**config.mk**
```make
export PLATFORM = sky130hd
export DESIGN_NAME = idx_host_port
export DESIGN_NICKNAME = d
export VERILOG_FILES = /design/src/rtl/idx_port_pkg.sv /design/src/rtl/idx_cmd_decode.sv /design/src/rtl/idx_index_reg.sv /design/src/rtl/idx_read_return.sv /design/src/rtl/idx_host_port.sv
export SDC_FILE = /design/constraint.sdc
export NUM_CORES = 1
export LEC_CHECK = 0
export ABC_AREA = 1
export BUFFER_PORTS_ARGS = -buffer_cell sky130_fd_sc_hd__buf_4
export CAP_MARGIN = 25
export CORE_MARGIN = 4
export CORE_UTILIZATION = 39
export CTS_BUF_LIST = sky130_fd_sc_hd__clkbuf_4
export DETAILED_ROUTE_END_ITERATION = 8
export GPL_TIMING_DRIVEN = 0
export PLACE_DENSITY = 0.79
export SETUP_SLACK_MARGIN = 0.4
export SLEW_MARGIN = 20
export SYNTH_ARGS = -nofsm -noshare
export SYNTH_HDL_FRONTEND = slang
export SYNTH_SLANG_ARGS = --single-unit
```
**constraint.sdc**
```tcl
create_clock -name clk -period 1.3 [get_ports clk]
set_input_delay 0.13 -clock clk [delete_from_list [all_inputs] [get_ports clk]]
set_output_delay 0.13 -clock clk [all_outputs]
set_load 0.01 [all_outputs]
```
**src/rtl/idx_port_pkg.sv**
```systemverilog
// Package: shared types for the indexed host register port.
// Assumes: one host access per cycle, qualified by chip select.
package idx_port_pkg;

    // Kind of host access decoded for one clock cycle
    typedef enum logic [2:0] {
        ACC_NONE   = 3'd0,
        ACC_IDX_WR = 3'd1,
        ACC_IDX_RD = 3'd2,
        ACC_DAT_WR = 3'd3,
        ACC_DAT_RD = 3'd4
    } acc_kind_e;

endpackage

```
**src/rtl/idx_cmd_decode.sv**
```systemverilog
// Module: idx_cmd_decode
// Turns chip select, strobes and the command address bit into one access
// kind per cycle. Assumes the strobes are already synchronous to clk.
// A cycle with both strobes high, or chip select low, is no access.
module idx_cmd_decode
    import idx_port_pkg::*;
#(
    parameter int ADDR_W  = 8,
    parameter int CMD_BIT = 2
) (
    input  logic              cs,
    input  logic              rd,
    input  logic              wr,
    input  logic [ADDR_W-1:0] addr,
    output acc_kind_e         kind
);

    logic cmd_hi;
    logic addr_unused;

    assign cmd_hi      = addr[CMD_BIT];
    assign addr_unused = ^addr;

    // Classify the access: port chosen by the command bit, direction by strobe
    always_comb begin
        kind = ACC_NONE;
        if (cs && (rd ^ wr)) begin
            if (cmd_hi) begin
                kind = wr ? ACC_DAT_WR : ACC_DAT_RD;
            end else begin
                kind = wr ? ACC_IDX_WR : ACC_IDX_RD;
            end
        end
    end

endmodule

```
**src/rtl/idx_index_reg.sv**
```systemverilog
// Module: idx_index_reg
// Holds the register number selected by the host. Loads only on an
// index-port write and keeps its value otherwise. Assumes load_val is
// already cut down to the index width by the caller.
module idx_index_reg #(
    parameter int IDX_W = 8
) (
    input  logic             clk,
    input  logic             rst_n,
    input  logic             load,
    input  logic [IDX_W-1:0] load_val,
    output logic [IDX_W-1:0] idx
);

    // Index storage: clear on reset, capture on index write
    always_ff @(posedge clk) begin
        if (!rst_n) begin
            idx <= '0;
        end else if (load) begin
            idx <= load_val;
        end
    end

    AST_IDX_LOAD: assert property (@(posedge clk) disable iff (!rst_n)
        load |=> (idx == $past(load_val)));

    AST_IDX_HOLD: assert property (@(posedge clk) disable iff (!rst_n)
        !load |=> $stable(idx));

endmodule

```
**src/rtl/idx_read_return.sv**
```systemverilog
// Module: idx_read_return
// Registers the value returned to the host. A data read captures the
// register bus data and an index read captures the zero-extended index.
// Any other cycle holds the last value. Assumes IDX_W <= BUS_W.
module idx_read_return
    import idx_port_pkg::*;
#(
    parameter int BUS_W = 16,
    parameter int IDX_W = 8
) (
    input  logic             clk,
    input  logic             rst_n,
    input  acc_kind_e        kind,
    input  logic [IDX_W-1:0] idx,
    input  logic [BUS_W-1:0] bus_rdata,
    output logic [BUS_W-1:0] host_rdata
);

    logic [BUS_W-1:0] idx_ext;

    // Widen the index to the host bus width when the bus is wider
    generate
        if (BUS_W > IDX_W) begin : g_ext
            assign idx_ext = {{(BUS_W-IDX_W){1'b0}}, idx};
        end else begin : g_same
            assign idx_ext = idx;
        end
    endgenerate

    // Read-return register: updated only by read accesses
    always_ff @(posedge clk) begin
        if (!rst_n) begin
            host_rdata <= '0;
        end else begin
            case (kind)
                ACC_DAT_RD: host_rdata <= bus_rdata;
                ACC_IDX_RD: host_rdata <= idx_ext;
                default:    host_rdata <= host_rdata;
            endcase
        end
    end

    AST_DAT_RD_RET: assert property (@(posedge clk) disable iff (!rst_n)
        (kind == ACC_DAT_RD) |=> (host_rdata == $past(bus_rdata)));

    AST_IDX_RD_RET: assert property (@(posedge clk) disable iff (!rst_n)
        (kind == ACC_IDX_RD) |=> (host_rdata == $past(idx_ext)));

    AST_RDATA_HOLD: assert property (@(posedge clk) disable iff (!rst_n)
        (kind != ACC_DAT_RD && kind != ACC_IDX_RD) |=> $stable(host_rdata));

endmodule

```
**src/rtl/idx_host_port.sv**
```systemverilog
// Module: idx_host_port (top)
// Host slave with two ports on one data bus. The command address bit
// selects between the index port, which latches a register number, and
// the data port, which passes accesses to that register on the internal
// register bus. Assumes the register file answers reg_rdata combinationally
// from reg_addr, and that BUS_W is 8 or 16.
module idx_host_port
    import idx_port_pkg::*;
#(
    parameter int BUS_W   = 16,
    parameter int IDX_W   = 8,
    parameter int ADDR_W  = 8,
    parameter int CMD_BIT = 2
) (
    input  logic              clk,
    input  logic              rst_n,
    input  logic              host_cs,
    input  logic              host_rd,
    input  logic              host_wr,
    input  logic [ADDR_W-1:0] host_addr,
    input  logic [BUS_W-1:0]  host_wdata,
    output logic [BUS_W-1:0]  host_rdata,
    output logic [IDX_W-1:0]  reg_addr,
    output logic              reg_wr,
    output logic              reg_rd,
    output logic [BUS_W-1:0]  reg_wdata,
    input  logic [BUS_W-1:0]  reg_rdata
);

    acc_kind_e        kind;
    logic [IDX_W-1:0] idx_q;

    // Parameter sanity: supported bus widths and index fits in the bus
    initial begin
        AST_PARAM_OK: assert ((BUS_W == 8 || BUS_W == 16) && IDX_W <= BUS_W
                              && CMD_BIT < ADDR_W);
    end

    idx_cmd_decode #(
        .ADDR_W  (ADDR_W),
        .CMD_BIT (CMD_BIT)
    ) u_decode (
        .cs   (host_cs),
        .rd   (host_rd),
        .wr   (host_wr),
        .addr (host_addr),
        .kind (kind)
    );

    idx_index_reg #(
        .IDX_W (IDX_W)
    ) u_index (
        .clk      (clk),
        .rst_n    (rst_n),
        .load     (kind == ACC_IDX_WR),
        .load_val (host_wdata[IDX_W-1:0]),
        .idx      (idx_q)
    );

    idx_read_return #(
        .BUS_W (BUS_W),
        .IDX_W (IDX_W)
    ) u_rret (
        .clk        (clk),
        .rst_n      (rst_n),
        .kind       (kind),
        .idx        (idx_q),
        .bus_rdata  (reg_rdata),
        .host_rdata (host_rdata)
    );

    // Register bus drive: address is always the index, strobes per access
    always_comb begin
        reg_addr  = idx_q;
        reg_wdata = host_wdata;
        reg_wr    = (kind == ACC_DAT_WR);
        reg_rd    = (kind == ACC_DAT_RD);
    end

    AST_STROBE_EXCL: assert property (@(posedge clk) disable iff (!rst_n)
        $onehot0({reg_rd, reg_wr}));

    AST_NO_CS_STROBE: assert property (@(posedge clk) disable iff (!rst_n)
        !host_cs |-> (!reg_rd && !reg_wr));

    AST_NO_CS_HOLD: assert property (@(posedge clk) disable iff (!rst_n)
        !host_cs |=> ($stable(reg_addr) && $stable(host_rdata)));

    AST_RW_CLASH_IDLE: assert property (@(posedge clk) disable iff (!rst_n)
        (host_cs && host_rd && host_wr) |-> (!reg_rd && !reg_wr));

    AST_WR_CMD_HI: assert property (@(posedge clk) disable iff (!rst_n)
        reg_wr |-> (host_cs && host_wr && host_addr[CMD_BIT]));

endmodule

```
## After elaboration in Yosys (flattened, before gate mapping)

Cells that the tools add are included.

- Reductions and logical operators: 2
- Bitwise operators: 1
- Equality and inequality tests: 4
- Muxes and demuxes: 5

Operator list:

| cell | count |
|---|---|
| one-hot mux 16 bit (2 select lines) | 1 |
| 2-to-1 mux 3 bit | 3 |
| == test 3 x 2 -> 1 bit (second input constant) | 2 |
| == test 3 x 1 -> 1 bit (second input constant) | 1 |
| == test 3 bit (second input constant) | 1 |
| 2-to-1 mux 2 bit | 1 |
| nonzero test 2 bit | 1 |
| logical AND 1 bit | 1 |
| XOR 1 bit | 1 |

- Input bits: 45
- Output and inout bits: 42
- Register bits: 24
- Logic and storage cells: 14

## Logic depth before layout (Yosys ltp)

Gate-level depths: netlist (run 1).

- Depth after elaboration: 5
- Depth in mapped cells: 9
- Gate-level depth less buffers: 8

## Modules after synthesis

Synthesis (run 1) repeated with hierarchy kept, for this count alone.

- Cell total of the unflattened synthesis: 203
- Area total of the unflattened synthesis: 1338.8 sq um

By module, submodules not included:

| module | instances | seq. area each (sq um) | cells each | area an instance (sq um) |
|---|---|---|---|---|
| idx_read_return | 1 | 320.3 | 117 | 775.7 |
| idx_index_reg | 1 | 160.2 | 51 | 356.6 |
| idx_host_port | 1 | 0.0 | 24 | 150.1 |
| idx_cmd_decode | 1 | 0.0 | 11 | 56.3 |

## Worst setup path before layout (run 1)

OpenSTA, ideal clock, no wires.

- Path kind: input -> register
- Start: in host_wr
- End: reg u_rret.host_rdata[6]
- Path buffers: 1
- Setup slack: -0.093 ns
- Data required time: 1.177 ns
- Setup time: 0.123 ns
- Cell stages on the path: 7
- Data arrival time: 1.270 ns
- Cell sequence: inv_2 -> ha_1 -> nor3_4 -> nand2_4 -> buf_6 -> nand3_2 -> a21oi_1

- Cells in the longest elaborated chain, start to end: 5
- Elaborated cells between the ends (all ways): 10
- Classes of those cells: 2 x eq/ne; 5 x mux; 1 x bitwise; 2 x reduce/logical

Ends and longest elaborated chain:

| item | RTL line | source |
|---|---|---|
| from (decl) | idx_host_port.sv:19 | `input logic host_wr,` |
| 2-to-1 mux 2 bit (tied with other cells) | idx_cmd_decode.sv:31 | `kind = wr ? ACC_IDX_WR : ACC_IDX_RD;` |
| 2-to-1 mux 3 bit / logical AND 1 bit (equally long branches) | idx_cmd_decode.sv:28, idx_cmd_decode.sv:27 |  |
| 2-to-1 mux 3 bit * | idx_cmd_decode.sv:27 | `if (cs && (rd ^ wr)) begin` |
| == test 3 x 2 -> 1 bit / == test 3 bit (equally long branches) | idx_read_return.sv:35 | `case (kind)` |
| one-hot mux 16 bit (2 select lines) / nonzero test 2 bit (equally long branches) | -- |  |
| to (signal assigned) | idx_read_return.sv:36 | `ACC_DAT_RD: host_rdata <= bus_rdata;` |
| to (signal assigned) | idx_read_return.sv:37 | `ACC_IDX_RD: host_rdata <= idx_ext;` |
| to (signal assigned) | idx_read_return.sv:38 | `default: host_rdata <= host_rdata;` |
| to (decl) | idx_read_return.sv:16 | `output logic [BUS_W-1:0] host_rdata` |

Mark *: on every way between the ends. The rest lies on a longest branch, timed or not.
A chain may end at the register's enable or synchronous reset.

## Final worst setup path (run 1)

- Start: in host_wr
- End: reg u_rret.host_rdata[14]

The elaborated chain is that of the path after synthesis.

==> results of run 1 <==
-- layout make-up --
| type | count | area [um^2] | share of cell area |
|---|---|---|---|
| Timing Repair Buffer | 94 | 835 | 0.356 |
| Multi-Input combinational cell | 106 | 652 | 0.278 |
| Sequential cell | 24 | 510 | 0.217 |
| Buffer | 20 | 166 | 0.0709 |
| Inverter | 15 | 76.3 | 0.0325 |
| Tap cell | 44 | 55.1 | 0.0235 |
| Clock inverter | 1 | 30.0 | 0.0128 |
| Clock buffer | 3 | 22.5 | 0.00959 |
-- worst max-delay path by stage --
stage,endpoint,slack (ns)
finish,u_rret.host_rdata[14]$_SDFFE_PN0P_,0.22
floorplan,u_rret.host_rdata[10]$_SDFFE_PN0P_,0.07
CTS,reg_rd,0.23
global placement,u_rret.host_rdata[13]$_SDFFE_PN0P_,-0.26
global route,reg_wr,0.19
detailed placement,u_rret.host_rdata[9]$_SDFFE_PN0P_,-0.28
-- per-layer routing --
| layer | vias up | GRT usage | part of all wire | wire (um) |
|---|---|---|---|---|
| met5 | - | 0 | 0 | 0 |
| met1 | 665 | 0.224 | 0.41 | 1710 |
| met3 | 8 | 0.0308 | 0.064 | 269 |
| li1 | 726 | - | - | - |
| met2 | 64 | 0.336 | 0.52 | 2190 |
| met4 | 0 | 0.0570 | 0.014 | 58 |
-- power groups by stage --
| stage | sequential, mW | combinational, mW | clock (mW) |
|---|---|---|---|
| finish | 0.783 | 0.471 | 0.543 |
| global route | 0.786 | 0.508 | 0.585 |
| CTS | 0.782 | 0.434 | 0.541 |
| detailed placement | 0.791 | 0.372 | 0 |
| global placement | 0.790 | 0.366 | 0 |
| floorplan | 0.802 | 0.179 | 0 |
-- sequential cells by signal, indices dropped and copies added (netlist names) --
| register | flops |
|---|---|
| u_index.idx | 8 |
| u_rret.host_rdata | 16 |
-- cell usage in the layout (no fill, tap or decap), types with 2 or more instances in the layout --
master,Yosys,final
sky130_fd_sc_hd__nand3_2,8,8
sky130_fd_sc_hd__nand2_2,1,5
sky130_fd_sc_hd__inv_1,12,11
sky130_fd_sc_hd__nand2_1,37,32
sky130_fd_sc_hd__buf_6,2,33
sky130_fd_sc_hd__buf_4,16,78
sky130_fd_sc_hd__buf_12,1,2
sky130_fd_sc_hd__a21oi_2,0,7
sky130_fd_sc_hd__o21ai_0,7,2
sky130_fd_sc_hd__nand3_1,16,16
sky130_fd_sc_hd__o21ai_1,1,5
sky130_fd_sc_hd__nor2_1,3,2
sky130_fd_sc_hd__clkbuf_4,0,3
sky130_fd_sc_hd__dfxtp_2,0,24
sky130_fd_sc_hd__nor2_4,1,2
sky130_fd_sc_hd__nand2_4,3,4
sky130_fd_sc_hd__a21oi_1,24,17
-- worst reg2reg max path, stage by stage (launching register included) --
cell	delay [ns]
sky130_fd_sc_hd__dfxtp_2	0.36
sky130_fd_sc_hd__inv_1	0.10
sky130_fd_sc_hd__nand3_1	0.09
sky130_fd_sc_hd__nand2_1	0.12
sky130_fd_sc_hd__a21oi_2	0.07
-- cell families after synthesis --
family          share of synthesized area
compound gates                      0.124
fa+ha+maj                         0.00971
simple gates                        0.319
flops                               0.373
buf+inv                             0.174
-- what timing repair did --
action                     in CTS  in global routing
pin swaps                       4                 13
gates resized for setup        56                 25
gates cloned                    1                  0
buffers inserted               20                  3
setup endpoints to repair      49                 49
-- per-stage QoR --
stage	hold slack (ns)	worst slack, ns
floorplan	0.279	0.0724
global placement	0.396	-0.255
detailed placement	0.403	-0.284
CTS	0.0528	0.230
global route	0.0400	0.187
finish	0.0574	0.220
==> impl_table.tex, run 1 <==
\begin{tabular}{lr}
\hline
Metric & Value \\
\hline
\multicolumn{2}{l}{\textbf{Timing}} \\
Final Hold Violating Endpoints & 0 \\
Final setup fails & 0 \\
Crit share post-route & 0.831 \\
Unrepaired setup endpoints after global routing & yes \\
Total negative slack & 0 ns \\
Number of pins exceeding their max-slew limit in the final report & 0 \\
Slew @ Worst Pin & 0.424 ns \\
Maximum clock rate & just over 900 MHz \\
Max-slew headroom & 0.718 \\
Tmin final & approximately 1.1 ns \\
Clock Skews & 0.00111 ns \\
\multicolumn{2}{l}{\textbf{Finish}} \\
Fraction of the core area covered by cells at the end of the flow & 0.756 \\
Fill cell total of the finished layout & 246 \\
Post-route non-filler standard cell count & about 300 \\
Area added between synthesis and finish & 82.1\% \\
Final \#Nets & between 300 and 400 \\
Fraction of final layout cells with drive strength greater than 1 & 0.669 \\
Post-route design area & 2350 um\^{}2 \\
N\_diodes & 0 \\
\multicolumn{2}{l}{\textbf{Critical path}} \\
Total stage count of the critical path & 10 \\
Worst-path cell chain & buf\_12 > inv\_12 > ha\_4 > inv\_4 > nor3\_4 > nand2\_4 > buf\_4 > buf\_6 > nand2\_1 > a21oi\_1 \\
Longest individual stage delay on the worst path & about 0.23 ns \\
Setup CP Type & in2reg \\
Reg-to-reg critical path startpoint & u\_index.idx[4]\$\_SDFFE\_PN0N\_ \\
Largest delay share family, worst path & buffers and inverters \\
FF-to-FF setup slack & about 0.47 ns \\
Number of cell instances on the worst register-to-register path & 4 \\
Highest net fanout along the worst path & 10 \\
Critical path capture point type & flop \\
Arrival time of the worst setup path & 1.28 ns \\
Critical Path Start Type & input pin \\
Start point of the critical path & host\_wr \\
Req. time, crit path & 1.50 ns \\
Destination of the worst register-to-register timing path & u\_rret.host\_rdata[4]\$\_SDFFE\_PN0P\_ \\
WP buf/inv & 5 \\
Critical Path Slowest Stage Cell & sky130\_fd\_sc\_hd\_\_nor3\_4 \\
\multicolumn{2}{l}{\textbf{Min path}} \\
Endpoint of the worst hold-timing path & u\_rret.host\_rdata[10]\$\_SDFFE\_PN0P\_ \\
Class of the most critical hold timing path & in2reg \\
Cells on Worst Hold Path & 3 \\
Critical hold path startpoint & reg\_rdata[10] \\
\multicolumn{2}{l}{\textbf{Logic synthesis}} \\
Sequential element share of the synthesized area & 0.373 \\
Nets in the synthesized netlist & 211 \\
Leading post-synthesis cells by cell area & sky130\_fd\_sc\_hd\_\_dfxtp\_1 37\%, sky130\_fd\_sc\_hd\_\_nand2\_1 11\%, sky130\_fd\_sc\_hd\_\_a21oi\_1 9.3\%, sky130\_fd\_sc\_hd\_\_buf\_4 9.3\%, sky130\_fd\_sc\_hd\_\_nand3\_1 6.2\% \\
Number of enable-type register cells in the synthesized netlist & 0 \\
Most numerous cell in the Yosys netlist & sky130\_fd\_sc\_hd\_\_nand2\_1 \\
Syn. warnings & 0 \\
Mapped Cells & 165 \\
Top FF cell, synth & sky130\_fd\_sc\_hd\_\_dfxtp\_1 \\
Post-synth top area cell & sky130\_fd\_sc\_hd\_\_dfxtp\_1 \\
Post-synthesis instance area & 1290 um\^{}2 \\
Yosys cell types & 23 \\
Post-Syn Area per Cell & between 7 and 8 um\^{}2 \\
Top cells by instance count after synthesis & 37 x sky130\_fd\_sc\_hd\_\_nand2\_1, 24 x sky130\_fd\_sc\_hd\_\_a21oi\_1, 24 x sky130\_fd\_sc\_hd\_\_dfxtp\_1 \\
Number of synthesized register bits & 24 \\
Synth top area share & 0.373 \\
Share of flip-flops with an asynchronous set or reset & 0 \\
\multicolumn{2}{l}{\textbf{Place}} \\
Total placed instance area & 1900 um\^{}2 \\
Final weighted congestion in routability-driven placement & $\sim$0.75 \\
Number of placed instances, taps included & 279 \\
Detailed-placement wirelength estimate & 2.75 mm \\
\# port buffers & 70 \\
\multicolumn{2}{l}{\textbf{Floorplanning}} \\
CORE AREA & a little over 3000 um\^{}2 \\
Number of rows created at floorplan & 20 \\
Height of the die & 65.5 um \\
Effective utilization at floorplan & 0.415 \\
Die width & 65.5 um \\
Total I/O pin count & 87 \\
Die area & 4290 um\^{}2 \\
\multicolumn{2}{l}{\textbf{Route}} \\
Final routed wirelength across all metal layers & 4.23 mm \\
ANT nets after route & 0 \\
Number of remaining DRC errors & 0 \\
First-iteration detailed-routing DRC count & just over 80 \\
Via count & 1463 \\
Average detailed-routed wire length per instance & 13.8 um \\
Pre-Repair DR Iteration Count & 4 \\
Vias per Instance & 4.77 \\
\multicolumn{2}{l}{\textbf{Pwr}} \\
Maximum vdd drop & 0.000515 V \\
Seq pwr share & 0.436 \\
Switching Fraction & 0.253 \\
Ratio of total power to cell area & 765 nW/um\^{}2 \\
Leakage & 1.08 nW \\
Pint & 1.34 mW \\
Post-layout power & 1.80 mW \\
Clk pwr share & 0.302 \\
Part of the total power dissipated in combinational logic & 0.262 \\
Net Sw Power & 0.454 mW \\
\multicolumn{2}{l}{\textbf{Clocking}} \\
Cts bufs inserted & 3 \\
Clock tree from TritonCTS & yes \\
Number of hold buffers added after cts & 0 \\
Register clock-pin slew on the reported worst setup and hold paths & about 0.14 ns \\
Number of sinks handled by clock tree synthesis & 24 \\
Clock latency at the later pin of the worst-skew pair & 0.31 ns \\
Clock root buffer master & sky130\_fd\_sc\_hd\_\_clkbuf\_4 \\
Largest buffer count on any clock path & 2 \\
Level count of the clock H-tree & 1 \\
\multicolumn{2}{l}{\textbf{Global routing}} \\
Vias in the first global route & 1434 \\
Congestion Overflow GR & 0 \\
First-pass GRT wire length & 6.38 mm \\
Maximum number of pins on one net before global-route repair & 15 \\
Number of antenna violations at the first check in global routing & 0 \\
GR Util All Layers & 0.186 \\
\multicolumn{2}{l}{\textbf{Run}} \\
Max-cap violation count & 0 \\
\multicolumn{2}{l}{\textbf{Outcome}} \\
Run status & finished, final reports clean \\
\hline
\end{tabular}
(Power assumes the default switching activity.)
==> run 2: changes to the inputs <==
- CORE_UTILIZATION: 39 -> 43
- PLACE_DENSITY: 0.79 -> 0.82
- clock period: 1.3 -> 1.05 ns (I/O delays scaled with it)
==> run 2 against run 1 <==
  * The flow now finishes with violations (hold timing, setup timing)
  * Flip-flop and latch count did not move
  * Clock skew fell by 0.00079 ns
  * Total power rose by 29%
  * Via count rose by 9.7%
  * Critical path depth did not move
  * Final cell count fell by 2.0%
  * Worst hold slack got worse by 0.059 ns
  * Critical endpoint is now u_rret.host_rdata[1]$_SDFFE_PN0P_
  * Largest cell class unchanged
  * Highest routed layer unchanged
==> impl_table.tex, run 2 (same netlist as run 1, synthesis figures left out) <==
\begin{tabular}{lr}
\hline
Metric & Value \\
\hline
\multicolumn{2}{l}{\textbf{Route}} \\
Via count & 1605 (+9.7\%) \\
Final routed wirelength across all metal layers & 5.33 mm (+26\%) \\
Average detailed-routed wire length per instance & 17.7 um (+28\%) \\
Number of remaining DRC errors & 0 (unchanged) \\
First-iteration detailed-routing DRC count & 99 (+22\%) \\
Pre-Repair DR Iteration Count & 4 (unchanged) \\
Vias per Instance & 5.33 (+12\%) \\
ANT nets after route & 0 (unchanged) \\
\multicolumn{2}{l}{\textbf{Critical path}} \\
Reg-to-reg critical path startpoint & u\_index.idx[0]\$\_SDFFE\_PN0N\_ \\
Critical path capture point type & flop \\
Start point of the critical path & host\_wr \\
Setup CP Type & in2reg \\
Highest net fanout along the worst path & 5 (-5) \\
Worst-path cell chain & buf\_12 > inv\_12 > ha\_4 > nand4\_1 > inv\_2 > nand2\_4 > buf\_4 > nand2\_2 > nand2\_2 > a21oi\_2 \\
Library cell appearing most often on the critical path & sky130\_fd\_sc\_hd\_\_nand2\_2 \\
Longest individual stage delay on the worst path & 0.30 ns (+0.07 ns) \\
Critical Path Slowest Stage Cell & sky130\_fd\_sc\_hd\_\_ha\_4 \\
Arrival time of the worst setup path & 1.39 ns (+0.11 ns) \\
Req. time, crit path & 1.30 ns (-0.20 ns) \\
Critical Path Start Type & input pin \\
\multicolumn{2}{l}{\textbf{Clocking}} \\
Largest buffer count on any clock path & 2 (unchanged) \\
Number of hold buffers added after cts & 0 (unchanged) \\
Level count of the clock H-tree & 1 (unchanged) \\
Cts bufs inserted & 3 (unchanged) \\
Clock latency at the later pin of the worst-skew pair & 0.34 ns (+0.03 ns) \\
Clock tree from TritonCTS & yes \\
Register clock-pin slew on the reported worst setup and hold paths & 0.16 ns (+0.02 ns) \\
Clock root buffer master & sky130\_fd\_sc\_hd\_\_clkbuf\_4 \\
Number of sinks handled by clock tree synthesis & 24 (unchanged) \\
\multicolumn{2}{l}{\textbf{Timing}} \\
Maximum clock rate & 880 MHz \\
Total negative slack & -0.674 ns (-0.674 ns) \\
Tmin final & 1.14 ns \\
Crit share post-route & 1.08 \\
Clock Skews & 0.000322 ns (-0.000791 ns) \\
Post-layout worst setup margin & -0.0858 ns (-0.306 ns) \\
Max-slew headroom & 0.624 (-0.0939) \\
Slew @ Worst Pin & 0.564 ns (+0.141 ns) \\
Unrepaired setup endpoints after global routing & yes \\
Hold\_ws & -0.00206 ns (-0.0595 ns) \\
Final Hold Violating Endpoints & 1 (+1) \\
Number of pins exceeding their max-slew limit in the final report & 0 (unchanged) \\
Final setup fails & 17 (+17) \\
\multicolumn{2}{l}{\textbf{Finish}} \\
Most common cell after layout, fill and taps aside & sky130\_fd\_sc\_hd\_\_buf\_4 \\
Multi-input combinational cell area & 739 um\^{}2 (+13\%) \\
Fill cell total of the finished layout & 125 (-49\%) \\
Regs by FF count & u\_rret.host\_rdata: 16 flops, u\_index.idx: 8 flops \\
Commonest cells after routing, fill and taps aside & 84 x sky130\_fd\_sc\_hd\_\_buf\_4, 34 x sky130\_fd\_sc\_hd\_\_buf\_6, 24 x sky130\_fd\_sc\_hd\_\_nand2\_1, 24 x sky130\_fd\_sc\_hd\_\_dfxtp\_2, 16 x sky130\_fd\_sc\_hd\_\_nand3\_1 \\
Post-route design area & 2470 um\^{}2 (+5.4\%) \\
Sequential cell area & 510 um\^{}2 (unchanged) \\
Final \#Nets & 317 (+2.3\%) \\
Fraction of final layout cells with drive strength greater than 1 & 0.756 (+0.0864) \\
Area added between synthesis and finish & 92.0\% \\
Most flop-heavy register & u\_rret.host\_rdata \\
N\_diodes & 0 (unchanged) \\
Fraction of the core area covered by cells at the end of the flow & 0.882 (+0.126) \\
Largest register FFs & 16 (unchanged) \\
Post-route non-filler standard cell count & 301 (-2.0\%) \\
\multicolumn{2}{l}{\textbf{Place}} \\
Final weighted congestion in routability-driven placement & 0.781 (+4.8\%) \\
Detailed-placement wirelength estimate & 2.69 mm (-2.4\%) \\
Number of placed instances, taps included & 266 (-4.7\%) \\
Total placed instance area & 1880 um\^{}2 (-0.73\%) \\
\# port buffers & 70 (unchanged) \\
\multicolumn{2}{l}{\textbf{Global routing}} \\
GR Util All Layers & 0.227 (+0.0410) \\
Maximum number of pins on one net before global-route repair & 15 (unchanged) \\
First-pass GRT wire length & 7.16 mm (+12\%) \\
Congestion Overflow GR & 0 (unchanged) \\
Number of antenna violations at the first check in global routing & 0 (unchanged) \\
Vias in the first global route & 1550 (+8.1\%) \\
\multicolumn{2}{l}{\textbf{Min path}} \\
Critical hold path startpoint & reg\_rdata[8] \\
Class of the most critical hold timing path & in2reg \\
\multicolumn{2}{l}{\textbf{Floorplanning}} \\
CORE AREA & 2810 um\^{}2 (-9.6\%) \\
Height of the die & 62.7 um (-4.2\%) \\
Effective utilization at floorplan & 0.459 (+0.0441) \\
Die area & 3940 um\^{}2 (-8.2\%) \\
Die width & 62.7 um (-4.2\%) \\
Number of rows created at floorplan & 19 (-5.0\%) \\
Total I/O pin count & 87 (unchanged) \\
\multicolumn{2}{l}{\textbf{Outcome}} \\
Failing checks & hold timing, setup timing \\
Run status & finished, violations left \\
\multicolumn{2}{l}{\textbf{Pwr}} \\
Leakage & 1.14 nW (+5.5\%) \\
Maximum vdd drop & 0.000762 V (+48\%) \\
Ratio of total power to cell area & 939 nW/um\^{}2 (+23\%) \\
\multicolumn{2}{l}{\textbf{Run}} \\
Max-cap violation count & 0 (unchanged) \\
\hline
\end{tabular}
## run 2: layout make-up
type	count	area share
Timing Repair Buffer	101	0.360
Multi-Input combinational cell	106	0.299
Sequential cell	24	0.206
Buffer	20	0.0672
Inverter	15	0.0308
Tap cell	31	0.0157
Clock inverter	1	0.0121
Clock buffer	3	0.00910
## run 2: power by group
part	leakage, nW	switching [mW]	total [mW]	internal [mW]
Clock	0.0279	0.311	0.697	0.387
Combinational	0.904	0.300	0.656	0.356
Sequential	0.206	0.0234	0.971	0.947
## run 2: worst paths after layout
check	end	slack [ns]	depth (start not counted)
worst max-delay path	u_rret.host_rdata[1]$_SDFFE_PN0P_	-0.09	10
worst min-delay path	u_rret.host_rdata[8]$_SDFFE_PN0P_	-0.002	3
worst max register to register	u_rret.host_rdata[0]$_SDFFE_PN0P_	0.12	4
worst min register to register	u_rret.host_rdata[14]$_SDFFE_PN0P_	0.48	2
## run 2: worst max-delay path, delay by kind of cell
family / cells / cell delay [ns]
adder cells (fa/ha/maj): 1 / 0.30
AO/OA/AOI/OAI: 1 / 0.13
AND/OR/NAND/NOR: 4 / 0.38
buffers and inverters: 4 / 0.46
## run 2: layer usage
metal | up-vias | track usage | part of all wire
met5 | - | 0 | 0
met3 | 30 | 0.0342 | 0.085
li1 | 737 | - | -
met1 | 730 | 0.254 | 0.36
met2 | 108 | 0.417 | 0.50
met4 | 0 | 0.110 | 0.056
## run 2: stage by stage
stage | setup slack, ns | power (mW)
2_1_floorplan | -0.153 | 1.22
3_3_place_gp | -0.497 | 1.43
4_1_cts | 0.0223 | 2.21
3_5_place_dp | -0.534 | 1.44
6_report | -0.0858 | 2.32
5_1_grt | -0.152 | 2.39
## run 2: timing repair
action                                 CTS  global route
setup endpoints to repair               50            50
gates resized for setup                 74            34
setup buffers                           22             8
cloned                                   1             0
endpoints found under the hold margin    0             0
pin swaps                                7            25
